--- src/rtl/qpwm_pkg.sv ---
package qpwm_pkg;
  localparam int CH_N   = 4;
  localparam int CNT_W  = 15;
  localparam int WORD_W = 16;
  localparam int PRE_W  = 3;

  typedef enum logic [1:0] {
    LD_COMMON  = 2'd0,
    LD_GROUPED = 2'd1,
    LD_INDIV   = 2'd2,
    LD_WAVE    = 2'd3
  } loadMode_e;

  // strobes from control to datapath
  typedef struct packed {
    logic run;    // generator enabled
    logic load;   // apply a staged step now
    logic flush;  // discard partial / pending step
  } strobe_t;

  // which staged word feeds channel ch
  function automatic logic [1:0] srcWord(loadMode_e m, int ch);
    case (m)
      LD_COMMON:  return 2'd0;
      LD_GROUPED: return 2'(ch >> 1);
      default:    return 2'(ch);
    endcase
  endfunction
endpackage

--- src/rtl/qpwm_ctrl.sv ---
module qpwm_ctrl
  import qpwm_pkg::*;
#(
  parameter int TOP_INIT = 1000
) (
  input  logic              clk,
  input  logic              rst_n,
  input  logic              cfgWe,
  input  logic [1:0]        cfgAddr,
  input  logic [WORD_W-1:0] cfgData,
  input  logic [CNT_W-1:0]  topAct,
  output strobe_t           strb,
  output logic [CNT_W-1:0]  cnt,
  output loadMode_e         loadMode,
  output logic [CNT_W-1:0]  topCfg,
  output logic              periodEnd
);
  localparam int DIV_W = (1 << PRE_W) - 1;

  logic             enable, upDown, dirUp, dirNxt, tick, boundary;
  logic [PRE_W-1:0] presc;
  logic [DIV_W-1:0] divCnt, divLim;
  logic [CNT_W-1:0] cntNxt;

  always_ff @(posedge clk or negedge rst_n) begin
    if (!rst_n) begin
      enable   <= 1'b0;
      upDown   <= 1'b0;
      loadMode <= LD_COMMON;
      presc    <= '0;
      topCfg   <= CNT_W'(TOP_INIT);
    end else if (cfgWe) begin
      case (cfgAddr)
        2'd0: begin
          enable   <= cfgData[0];
          upDown   <= cfgData[1];
          loadMode <= loadMode_e'(cfgData[3:2]);
        end
        2'd1: presc <= cfgData[PRE_W-1:0];
        2'd2: topCfg <= (cfgData[WORD_W-1:CNT_W] != '0) ? '1 : cfgData[CNT_W-1:0];
        default: ;
      endcase
    end
  end

  assign divLim = (DIV_W'(1) << presc) - DIV_W'(1);
  assign tick   = enable && (divCnt >= divLim);

  always_comb begin
    cntNxt = cnt;
    dirNxt = dirUp;
    if (dirUp) begin
      if (cnt >= topAct) begin
        if (!upDown || topAct == '0) cntNxt = '0;
        else begin
          cntNxt = topAct - CNT_W'(1);
          dirNxt = 1'b0;
        end
      end else cntNxt = cnt + CNT_W'(1);
    end else if (cnt != '0) cntNxt = cnt - CNT_W'(1);
    if (cntNxt == '0) dirNxt = 1'b1;
  end

  assign boundary = tick && (cntNxt == '0);

  always_ff @(posedge clk or negedge rst_n) begin
    if (!rst_n) begin
      divCnt    <= '0;
      cnt       <= '0;
      dirUp     <= 1'b1;
      periodEnd <= 1'b0;
    end else begin
      periodEnd <= boundary;
      if (!enable) begin
        divCnt <= '0;
        cnt    <= '0;
        dirUp  <= 1'b1;
      end else if (tick) begin
        divCnt <= '0;
        cnt    <= cntNxt;
        dirUp  <= dirNxt;
      end else divCnt <= divCnt + DIV_W'(1);
    end
  end

  assign strb.run   = enable;
  assign strb.load  = boundary || !enable;
  assign strb.flush = cfgWe && (cfgAddr == 2'd0);
endmodule

--- src/rtl/qpwm_datapath.sv ---
module qpwm_datapath
  import qpwm_pkg::*;
#(
  parameter int TOP_INIT = 1000
) (
  input  logic                  clk,
  input  logic                  rst_n,
  input  strobe_t               strb,
  input  loadMode_e             loadMode,
  input  logic [CNT_W-1:0]      cnt,
  input  logic [CNT_W-1:0]      topCfg,
  input  logic                  smpValid,
  input  logic [WORD_W-1:0]     smpWord,
  output logic                  smpReady,
  output logic [CNT_W-1:0]      topAct,
  output logic [CH_N-1:0]       pwmOut,
  output logic [CH_N*CNT_W-1:0] cmpBus
);
  logic [WORD_W-1:0] stage [CH_N];
  logic [1:0]        wordIdx, lastIdx;
  logic              stageFull, accept, apply, isWave;

  assign isWave   = (loadMode == LD_WAVE);
  assign smpReady = !stageFull;
  assign accept   = smpValid && smpReady && !strb.flush;
  assign apply    = strb.load && stageFull && !strb.flush;

  always_comb begin
    case (loadMode)
      LD_COMMON:  lastIdx = 2'd0;
      LD_GROUPED: lastIdx = 2'd1;
      default:    lastIdx = 2'd3;
    endcase
  end

  always_ff @(posedge clk or negedge rst_n) begin
    if (!rst_n) begin
      wordIdx   <= '0;
      stageFull <= 1'b0;
      for (int k = 0; k < CH_N; k++) stage[k] <= '0;
    end else if (strb.flush) begin
      wordIdx   <= '0;
      stageFull <= 1'b0;
    end else if (apply) begin
      stageFull <= 1'b0;
    end else if (accept) begin
      stage[wordIdx] <= smpWord;
      if (wordIdx == lastIdx) begin
        wordIdx   <= '0;
        stageFull <= 1'b1;
      end else wordIdx <= wordIdx + 2'd1;
    end
  end

  always_ff @(posedge clk or negedge rst_n) begin
    if (!rst_n) topAct <= CNT_W'(TOP_INIT);
    else if (strb.load && !strb.flush) begin
      if (isWave) begin
        if (stageFull) topAct <= stage[CH_N-1][CNT_W-1:0];
      end else topAct <= topCfg;
    end
  end

  for (genvar i = 0; i < CH_N; i++) begin : g_ch
    logic [CNT_W-1:0]  cmp;
    logic              pol, active, driven;
    logic [WORD_W-1:0] src;

    assign src = stage[srcWord(loadMode, i)];

    always_ff @(posedge clk or negedge rst_n) begin
      if (!rst_n) begin
        cmp <= '0;
        pol <= 1'b0;
      end else if (apply && !(isWave && i == CH_N - 1)) begin
        cmp <= src[CNT_W-1:0];
        pol <= src[WORD_W-1];
      end
    end

    assign active = (cmp != '0) && ((cnt < cmp) || (cmp >= topAct));
    assign driven = strb.run && !(isWave && i == CH_N - 1);
    assign pwmOut[i] = driven && (active ^ pol);
    assign cmpBus[i*CNT_W +: CNT_W] = cmp;
  end
endmodule

--- src/rtl/quad_pwm_gen.sv ---
module quad_pwm_gen
  import qpwm_pkg::*;
#(
  parameter int TOP_INIT = 1000
) (
  input  logic              clk,
  input  logic              rst_n,
  input  logic              cfgWe,
  input  logic [1:0]        cfgAddr,
  input  logic [WORD_W-1:0] cfgData,
  input  logic              smpValid,
  input  logic [WORD_W-1:0] smpWord,
  output logic              smpReady,
  output logic [CH_N-1:0]   pwmOut,
  output logic              periodEnd
);
  strobe_t                strb;
  loadMode_e              loadMode;
  logic [CNT_W-1:0]       cnt, topCfg, topAct;
  logic [CH_N*CNT_W-1:0]  cmpBus;

  qpwm_ctrl #(.TOP_INIT(TOP_INIT)) u_ctrl (
    .clk(clk), .rst_n(rst_n), .cfgWe(cfgWe), .cfgAddr(cfgAddr), .cfgData(cfgData),
    .topAct(topAct), .strb(strb), .cnt(cnt), .loadMode(loadMode), .topCfg(topCfg),
    .periodEnd(periodEnd)
  );

  qpwm_datapath #(.TOP_INIT(TOP_INIT)) u_dp (
    .clk(clk), .rst_n(rst_n), .strb(strb), .loadMode(loadMode), .cnt(cnt),
    .topCfg(topCfg), .smpValid(smpValid), .smpWord(smpWord), .smpReady(smpReady),
    .topAct(topAct), .pwmOut(pwmOut), .cmpBus(cmpBus)
  );
endmodule

--- config.mk ---
export PLATFORM = sky130hd
export DESIGN_NAME = quad_pwm_gen
export DESIGN_NICKNAME = d
export VERILOG_FILES = /design/src/rtl/qpwm_pkg.sv /design/src/rtl/qpwm_ctrl.sv /design/src/rtl/qpwm_datapath.sv /design/src/rtl/quad_pwm_gen.sv
export SDC_FILE = /design/constraint.sdc
export NUM_CORES = 1
export LEC_CHECK = 0
export BUFFER_PORTS_ARGS = -buffer_cell sky130_fd_sc_hd__buf_2
export CORE_ASPECT_RATIO = 1.75
export CORE_UTILIZATION = 57
export DETAILED_ROUTE_END_ITERATION = 12
export GPL_TIMING_DRIVEN = 0
export HOLD_SLACK_MARGIN = 0.05
export PLACE_DENSITY = 0.75
export SYNTH_ARGS = -nofsm -noshare
export SYNTH_HDL_FRONTEND = slang
export SYNTH_SLANG_ARGS = --single-unit
--- constraint.sdc ---
create_clock -name clk -period 3.75 [get_ports clk]
set_clock_uncertainty 0.1 [all_clocks]
set_input_delay 0 -clock clk [delete_from_list [all_inputs] [get_ports clk]]
set_output_delay 0 -clock clk [all_outputs]
set_load 0.1 [all_outputs]
==> impl_metrics.ini, run 1 <==
[status]
status = finished with violations
failed_checks = setup timing

[placed_design]
place_congestion = 1.01
dp_hpwl_um = 28800
placed_area_um2 = 13700
dp.cells = 1639
portBuffers = 43
place_ws_ps = -1410

[logic_synthesis]
ys_async_sr_fraction = 1.00
yosysTopAreaCell = dfrtp_1
synthesis.instances = 1299
synth_edf_count = 0
synth.area.top_cells = dfrtp_1 34%, ha_1 14%, mux2_2 8.0%
syn_nets = 1485
synth_area_um2 = 13000
seq_area_frac_synth = 0.370
synth.avg_cell_area_um2 = 10.0
ys_ff_latch = 192
synth_ff_type = dfrtp_1
netlist.area_leader.share = 0.344
synth.distinct_cells = 68
yosysWarnings = 0

[power_and_ir_drop]
power.share.sequential = 0.344
p_int_mw = 6.69
pwr-share-clk = 0.164
vdd_ir_drop_max_v = 0.000592
p_sw_mw = 4.92
power.leakage_nw = 7.79
power.share.switching = 0.424
combPwrFrac = 0.492
power_density_nw_per_um2 = 733

[sta]
rsz0062_at_grt = yes
period_needed_ps = 4150
hold_viol = 0
setup_viol = 80
relSlewSlack = 0.334
setup_tns_ps = -22920
fmax_ghz = 0.241
worst_pin_slew_ps = 990
report.final.slew_viol_count = 0
setup_ws_ps = -398
fin_crit_sh = 1.11

[final_layout]
nFillCells = 1620
nets = 1644
drive_above_1_share = 0.250
diodes = 0
final_cells = 1767
final_area_um2 = 15800
syn_to_final_growth_pct = 21.6
final_util = 0.711

[setup_path]
path_max_fanout = 10
path_cells = clkinvlp_4 -> ha_1 -> nand2_1 -> nor2_4 -> nand2_2 -> o211ai_1 -> o311ai_4 -> nor4_4 -> nand4_1 -> o21ai_4 -> buf_6 -> nand3_4 -> clkbuf_16 -> mux2_4
critPathKind = flop to flop
critPathLaunchType = flop
worstPathRequired_ps = 4000
r2r_cells = 14
slowest_delay_ps = 500
crit_slowest_cell = dfrtp_1
arrival_ps = 4390
endpoint_kind = flop

[floorplan]
die_w_um = 116
initial_utilization = 0.585
core_um2 = 22300
fp-row-count = 72
die_y_um = 202
dieArea_um2 = 23500
io_pins = 44

[clock_network]
numClockSinks = 192
cts_root_buffer = clkbuf_16
clk_pin_slew_ps = 70
cts_tree = yes
htreeDepth = 4
clk-insertion-delay-late_ps = 460
cts_buffers = 17
clock_path_buffers = 2

[global_route]
first_global_vias = 11600
grt-ovfl-total = 0
grt_first_pass_wirelength_um = 63200
grt_start_max_net_pins = 103
grt_usage = 0.367
antenna_found_initial = 0

[drt]
wl_per_cell_um = 23.1
drc = 0
antenna_left = 0
routed-via-count = 11100
drtIter0Drc = 746
vias_per_cell = 6.28
routed_wl_um = 40800
firstDrtPassIters = 5

[run]
maxCapViolCount = 0

[worst_hold_path]
hold_class = input pin to async pin
-- kinds of logic after synthesis --
group | count (synthesis) | share of synthesized area
xor gates and xnor gates | 32 | 0.0215
buffers and inverters | 177 | 0.0543
muxes | 190 | 0.162
adders and majority gates | 148 | 0.142
AOI/OAI and AO/OA | 270 | 0.133
DFF | 192 | 0.370
and+or+nand+nor | 290 | 0.117
-- per-stage QoR --
stage	hold slack [ps]	total power, mW
2_1_floorplan	-396	7.27
3_3_place_gp	142	8.60
3_5_place_dp	-34.1	8.84
4_1_cts	50.3	11.1
5_1_grt	67.9	12.3
6_report	41.7	11.6
-- cell type report --
| class | count | area, um2 | area share |
|---|---|---|---|
| multi-input cells | 930 | 7930 | 0.501 |
| flip-flops and latches | 192 | 4840 | 0.306 |
| repair buffers | 146 | 1280 | 0.0809 |
| inverters | 123 | 475 | 0.0300 |
| clock buffers | 18 | 439 | 0.0277 |
| well taps | 296 | 370 | 0.0234 |
| plain buffers | 48 | 313 | 0.0198 |
| clock inverters | 14 | 178 | 0.0112 |
-- registers in the layout, summed over array words and instances, names as in the netlist, 3 cells and up --
name           cells
u_ctrl.cnt        15
u_dp.stage        64
u_dp.topAct       15
u_ctrl.topCfg     15
u_dp.g_ch.pol      4
u_ctrl.divCnt      7
u_ctrl.presc       3
u_dp.g_ch.cmp     60
-- worst max-delay path: cells and delay by family, from the launching register on --
kind | cells | cell delay [ps]
compound gates | 3 | 860
simple gates | 6 | 1330
mux | 1 | 300
buf+inv | 3 | 590
flops | 1 | 500
fa+ha+maj | 1 | 330
-- Yosys cell counts, types with 13 or more instances --
library cell	instances
a211oi_1	23
a21o_1	44
ha_1	148
xnor2_1	25
nor2b_1	28
inv_1	122
nand2_1	55
a21oi_1	84
mux2_4	15
nor2_1	64
nand3_1	20
dfstp_2	13
mux2i_1	72
nor3_1	25
clkbuf_1	39
dfrtp_1	179
o21ai_0	52
nor4_1	23
nand4_1	22
mux2_2	92
-- per-layer routing --
layer	track usage	part of all wire	wire length, um	vias to the layer above
li1	-	-	-	5016
met2	0.626	0.51	20800	483
met3	0.0615	0.045	1830	202
met4	0.309	0.096	3920	0
met5	0	0	0	-
met1	0.383	0.35	14200	5400
-- cells in the final DEF, fill, tap and decap left out, types with 39 or more instances in the layout --
master         instances
a21o_1                44
a21oi_1               80
buf_2                 39
buf_4                 46
dfrtp_1              162
dlygate4sd3_1         42
ha_1                 146
inv_1                117
mux2_2                90
mux2i_1               68
nand2_1               52
nor2_1                63
o21ai_0               45
-- repair_timing --
action	CTS	global route
hold buffers	42	0
endpoints found under the setup margin	96	86
gates resized for setup	94	73
pin swaps	13	11
gates cloned	1	3
buffers inserted	36	21
hold endpoints to repair	181	0
-- power by group through the flow --
stage	combinational, mW	clock (mW)	sequential [mW]
after global routing	6.25	2.00	4.06
after floorplan	3.76	0	3.51
after CTS	5.31	1.91	3.89
after global placement	4.73	0	3.87
final	5.71	1.91	3.99
after detailed placement	4.93	0	3.92
-- path summary, 6_finish.rpt --
check	slack [ps]	endpoint	from
setup / recovery	-400	u_dp.g_ch[3].cmp[14]$_DFFE_PN0P_	u_dp.topAct[14]$_DFFE_PN0P_
hold / removal	40	u_dp.stage[18]$_DFFE_PN0P_	rst_n
setup reg to reg	-400	u_dp.g_ch[3].cmp[14]$_DFFE_PN0P_	u_dp.topAct[14]$_DFFE_PN0P_
hold reg to reg	340	u_dp.stageFull$_DFFE_PN0P_	u_dp.stageFull$_DFFE_PN0P_
max in group asynchronous	2540	u_dp.stage[59]$_DFFE_PN0P_	rst_n
min in group clk	40	u_dp.wordIdx[0]$_DFFE_PN0P_	cfgAddr[0]
No activity file was read; power rests on OpenSTA's default activity.
==> run 2, diff against run 1 <==
- CORE_UTILIZATION: 57 -> 65
- PLACE_DENSITY: 0.75 -> 0.81
- clock period: 3.75 -> 4.8 ns (I/O delays scaled with it)
==> run 2 against run 1 <==
The run now ends clean; register-to-register slack improved by 610 ps; setup slack improved by 610 ps; final cell count fell by 6.1%; clock power is 25% lower; sequential cell count unchanged; via count is 3.5% lower; first-iteration DRC count shrank 17%; routed wire length shrank 5.5%; utilization is 3.2 points higher; count of clock-buffer cells in the layout did not move; sequential share of layout area rose by 2.4 points; largest cell class unchanged.
==> impl_metrics.ini, run 2 (same netlist as run 1, synthesis figures left out) <==
[sta]
fmax_ghz = 0.218
period_needed_ps = 4590
hold_viol = 0
worst_pin_slew_ps = 1050
setup_tns_ps = 0
fin_crit_sh = 0.956
report.final.slew_viol_count = 0
setup_viol = 0
relSlewSlack = 0.296

[final_layout]
multi_input_area_um2 = 7550
mostFrequentLayoutCell = dfrtp_1
layout_common_cells = 179 x dfrtp_1, 147 x ha_1, 121 x inv_1
top_regs = u_dp.stage (64), u_dp.g_ch.cmp (60)
syn_to_final_growth_pct = 12.2
regArea_um2 = 4820
nFillCells = 1335
top_register = u_dp.stage
largest_reg_flops = 64
drive_above_1_share = 0.167
final_area_um2 = 14600
nets = 1585

[placed_design]
placed_area_um2 = 13600
place_congestion = 0.966
portBuffers = 43
dp_hpwl_um = 28500

[setup_path]
cp-endpoint = u_dp.g_ch[0].cmp[7]$_DFFE_PN0P_
arrival_ps = 4830
crit_path_start = u_ctrl.cnt[7]$_DFFE_PN0P_
critPathKind = flop to flop
path_max_fanout = 12
ff2ff_setup_slack_ps = 210
r2r_end = u_dp.g_ch[0].cmp[7]$_DFFE_PN0P_
path_cells = or2_1 -> clkbuf_1 -> or4_1 -> or4_1 -> mux2i_1 -> o311ai_1 -> a211oi_4 -> nand4_2 -> o21ai_4 -> nand2_2 -> buf_6 -> buf_6 -> mux2_4
critPathLaunchType = flop
endpoint_kind = flop
slowest_delay_ps = 640
rr_startpoint = u_ctrl.cnt[7]$_DFFE_PN0P_
worstPathRequired_ps = 5040
r2r_cells = 13
crit_slowest_cell = dfrtp_1

[floorplan]
dieArea_um2 = 20600
die_y_um = 189
io_pins = 44
die_w_um = 109
core_um2 = 19700
fp-row-count = 68
initial_utilization = 0.663

[global_route]
met1_usage = 0.428
use_met2 = 0.683
first_global_vias = 11200
busiest_layer = met2
grt-ovfl-total = 0
grt_start_max_net_pins = 98
antenna_found_initial = 0
grt_usage = 0.398
grt.met3_usage = 0.0637
grt_first_pass_wirelength_um = 60200

[power_and_ir_drop]
power.leakage_nw = 7.23
power_mw = 8.54
power_density_nw_per_um2 = 585
vdd_ir_drop_max_v = 0.000521

[drt]
routed-via-count = 10700
firstDrtPassIters = 5
drc = 0
vias_per_cell = 6.46
routed_wl_um = 38600
antenna_left = 0
drtIter0Drc = 619
wl_per_cell_um = 23.2

[status]
status = finished clean

[clock_network]
clk-insertion-delay-late_ps = 450
htreeDepth = 4
clk_pin_slew_ps = 80
cts_tree = yes
numClockSinks = 192
cts_buffers = 17
cts_root_buffer = clkbuf_16
clock_path_buffers = 2

[worst_hold_path]
hold_class = input pin to async pin

[run]
maxCapViolCount = 0
==> run 2: layer usage <==
layer	vias to the layer above	wire, um	share of wire
li1	4876	-	-
met5	-	0	0
met4	0	3200	0.083
met1	5211	13800	0.36
met2	430	19900	0.52
met3	192	1630	0.042
==> run 2: power breakdown <==
group,internal [mW],leakage (nW),switching (mW)
Sequential,2.30,2.35,0.767
Clock,0.742,0.287,0.698
Combinational,1.81,4.60,2.22
==> run 2: layout make-up <==
type                    instances  share of cell area
multi-input cells             930               0.517
flip-flops and latches        192               0.330
repair buffers                 82              0.0427
inverters                     123              0.0316
clock buffers                  18              0.0294
well taps                     245              0.0210
plain buffers                  53              0.0169
clock inverters                14              0.0113
diodes                          2            0.000343
==> run 2: critical path: cells and delay by family (launching register included) <==
family / cells / cell delay [ps]
AO/OA/AOI/OAI: 3 / 990
multiplexers: 2 / 500
buffers and inverters: 3 / 550
AND/OR/NAND/NOR: 5 / 1680
flip-flops: 1 / 640
==> run 2: through the flow <==
| stage | util | setup WS [ps] | std cells | hold WS [ps] |
|---|---|---|---|---|
| after floorplan | - | 852 | 1299 | -396 |
| after global placement | 0.689 | -879 | 1587 | 144 |
| after detailed placement | 0.691 | -902 | 1588 | -36.1 |
| after CTS | 0.740 | 15.0 | 1655 | 58.6 |
| after global routing | 0.743 | -2.29 | 1657 | 84.8 |
| final | 0.743 | 213 | 1659 | 45.9 |
==> run 2: how the worst min path moves through the flow <==
stage / cells after the start / to / slack [ps]
after floorplan: 0 / u_ctrl.cnt[0]$_DFFE_PN0P_ / -400
after global placement: 3 / u_ctrl.topCfg[6]$_DFFE_PN1P_ / 140
after detailed placement: 1 / u_dp.g_ch[0].cmp[9]$_DFFE_PN0P_ / -40
after CTS: 3 / u_ctrl.presc[2]$_DFFE_PN0P_ / 60
after global routing: 3 / u_ctrl.presc[1]$_DFFE_PN0P_ / 80
final: 2 / u_dp.g_ch[0].cmp[9]$_DFFE_PN0P_ / 50
==> run 2: what timing repair did <==
action                                  4_1_cts  5_1_grt
endpoints found under the hold margin       194        0
hold buffers                                 34        0
endpoints found under the setup margin       81       77
resized for setup                             5       11
buffers inserted                              1        3
pin swaps                                     1        3
==> run 3, diff against run 2 <==
- ABC_AREA: unset -> 1
==> run 3 against run 2 <==
Utilization increased by 1.3 points; setup slack improved by 230 ps; die area increased by 2.0%; sequential cell count unchanged; register-to-register slack improved by 230 ps; combinational power decreased by 10%; clock power about the same; synthesized area increased by 2.0%; global-route usage increased by 7.6 points; hold slack improved by 49 ps; final cell count increased by 28%; synthesized cell count increased by 34%; largest cell class unchanged.
==> impl_metrics.ini, run 3 <==
[sta]
worst_pin_slew_ps = 901
setup_tns_ps = 0
hold_viol = 0
setup_viol = 0
rsz0062_at_grt = no
report.final.slew_viol_count = 0
fmax_ghz = 0.230
relSlewSlack = 0.395
fin_crit_sh = 0.907
period_needed_ps = 4350

[setup_path]
path_cells = inv_1 -> ha_1 -> nand2_1 -> inv_1 -> a21oi_1 -> nand2_1 -> nand2_2 -> nand3_2 -> buf_6 -> nand2_1 -> nand2_1 -> nand2_1 -> nand2_1 -> nor2_1 -> nand2_1 -> nor2_2 -> nand3_1 -> nand2_2 -> buf_6 -> nand2_2 -> buf_4 -> nand2_1 -> o21ai_2
endpoint_kind = flop
path_common_cell = nand2_1
worstPathRequired_ps = 5020
arrival_ps = 4570
slowest_delay_ps = 590
cp_top_family = simple AND/OR/NAND/NOR gates
path_max_fanout = 10
critPathLaunchType = flop
crit_buf_inv = 5
critPathKind = flop to flop
crit_slowest_cell = dfstp_2

[logic_synthesis]
synth.most_common_cell = nand2_1
seq_area_frac_synth = 0.363
yosysTopAreaCell = dfrtp_1
ys_async_sr_fraction = 1.00
synth_area_um2 = 13300
ys_ff_latch = 192
syn_nets = 1929
synth_edf_count = 0
synth.area.top_cells = dfrtp_1 34%, ha_1 14%, nand2_1 13%
synth.distinct_cells = 49
synthesis.instances = 1743
synth_ff_type = dfrtp_1
synth.avg_cell_area_um2 = 7.62
yosys-top-cells-count = 445 x nand2_1, 210 x inv_1, 179 x dfrtp_1
netlist.area_leader.share = 0.337
yosysWarnings = 0

[drt]
vias_per_cell = 6.23
firstDrtPassIters = 5
drc = 0
antenna_left = 0
drtIter0Drc = 1465
wl_per_cell_um = 21.3
routed-via-count = 13300
routed_wl_um = 45300

[final_layout]
multi_input_area_um2 = 7290
top_regs = u_dp.stage (64), u_dp.g_ch.cmp (60)
top_register = u_dp.stage
diodes = 0
nFillCells = 1431
largest_reg_flops = 64
layout_common_cells = 445 x nand2_1, 210 x inv_1, 179 x dfrtp_1
final_util = 0.756
drive_above_1_share = 0.0888
nets = 2054
syn_to_final_growth_pct = 13.3
regArea_um2 = 4820
mostFrequentLayoutCell = nand2_1

[floorplan]
die_y_um = 191
core_um2 = 19900
die_w_um = 110
initial_utilization = 0.667
dieArea_um2 = 21000
fp-row-count = 68
io_pins = 44

[global_route]
grt_first_pass_wirelength_um = 72000
grt_start_max_net_pins = 110
grt-ovfl-total = 0
first_global_vias = 13200
antenna_found_initial = 1
grt_usage = 0.474

[power_and_ir_drop]
power.leakage_nw = 7.67
power_density_nw_per_um2 = 527
vdd_ir_drop_max_v = 0.000602
p_sw_mw = 3.67
pwr-share-clk = 0.180
combPwrFrac = 0.457
p_int_mw = 4.26
power.share.sequential = 0.362
power.share.switching = 0.463

[clock_network]
cts_buffers = 17
post_cts_resized = 0
clock_path_buffers = 2
cts_root_buffer = clkbuf_16
htreeDepth = 4
cts_tree = yes
clk-insertion-delay-late_ps = 450
numClockSinks = 192
clk_pin_slew_ps = 70

[placed_design]
portBuffers = 43
place_congestion = 1.04
dp_hpwl_um = 31100

[run]
maxCapViolCount = 0

[status]
status = finished clean

[worst_hold_path]
hold_class = input pin to async pin
-- run 3: cell types whose count changed after synthesis, sizes merged, moves of 21 or more --
cell / change
xnor2: -23
nand3: +53
a211oi: -21
a21o: -28
o21ai: +175
nor2b: -27
mux2: -117
nor2: +37
mux2i: -72
inv: +97
nand2: +397
-- run 3: through the flow --
stage          power [mW]  hold WS, ps  area, um2  setup slack (ps)  std cells
2_1_floorplan        5.15         -396      13300              1590       1743
3_3_place_gp         6.05          130      13800               619       2031
3_5_place_dp         6.22         16.9      13800               934       2032
4_1_cts              7.72          134      15100               916       2126
5_1_grt              8.46          189      15100               134       2126
6_report             7.93         94.9      15100               448       2126
-- run 3: final timing paths --
path	from	to	slack (ps)	depth (start not counted)
min in group clk	cfgData[1]	u_ctrl.presc[1]$_DFFE_PN0P_	300	4
hold reg to reg	u_dp.stage[36]$_DFFE_PN0P_	u_dp.stage[36]$_DFFE_PN0P_	400	2
setup reg to reg	u_dp.topAct[6]$_DFFE_PN1P_	u_dp.topAct[4]$_DFFE_PN0P_	450	23
max in group asynchronous	rst_n	u_ctrl.topCfg[7]$_DFFE_PN1P_	3560	3
hold / removal	rst_n	u_ctrl.cnt[1]$_DFFE_PN0P_	90	2
setup / recovery	u_dp.topAct[6]$_DFFE_PN1P_	u_dp.topAct[4]$_DFFE_PN0P_	450	23
-- run 3: power by group through the flow --
stage | clock, mW | sequential (mW) | combinational (mW)
2_1_floorplan | 0 | 2.59 | 2.55
3_3_place_gp | 0 | 2.81 | 3.24
3_5_place_dp | 0 | 2.83 | 3.39
4_1_cts | 1.43 | 2.80 | 3.49
5_1_grt | 1.49 | 2.92 | 4.05
6_report | 1.43 | 2.87 | 3.63
-- run 3: what timing repair did --
item,CTS,global route
endpoints found under the setup margin,0,0
hold buffers,62,0
hold endpoints to repair,197,0
setup buffers,0,0
-- run 3: logic make-up after synthesis --
family / Yosys count / share of synthesized area
AOI/OAI and AO/OA: 380 / 0.157
xor gates and xnor gates: 24 / 0.0158
adders and majority gates: 148 / 0.139
buffers and inverters: 283 / 0.0886
DFF: 192 / 0.363
muxes: 1 / 0.000847
and+or+nand+nor: 715 / 0.235
-- run 3: final cells by class --
class | instances | share of cell area
repair buffers | 106 | 0.0580
flip-flops and latches | 192 | 0.320
well taps | 245 | 0.0204
multi-input cells | 1268 | 0.484
clock buffers | 20 | 0.0303
inverters | 221 | 0.0551
plain buffers | 62 | 0.0231
clock inverters | 12 | 0.00840
-- run 3: worst reg2reg max path: stages, from the launching register on --
cell	delay, ps
dfstp_2	590
inv_1	210
ha_1	350
nand2_1	90
inv_1	50
a21oi_1	140
nand2_1	90
nand2_2	190
nand3_2	250
buf_6	220
nand2_1	210
nand2_1	100
nand2_1	90
nand2_1	90
nor2_1	110
nand2_1	230
nor2_2	190
nand3_1	160
nand2_2	150
buf_6	170
nand2_2	100
buf_4	190
nand2_1	80
o21ai_2	60
-- run 3: metal layers --
layer	global-route usage	routed length (um)
met1	0.504	15300
met2	0.728	21100
met3	0.154	3610
met4	0.440	5360
met5	0	9
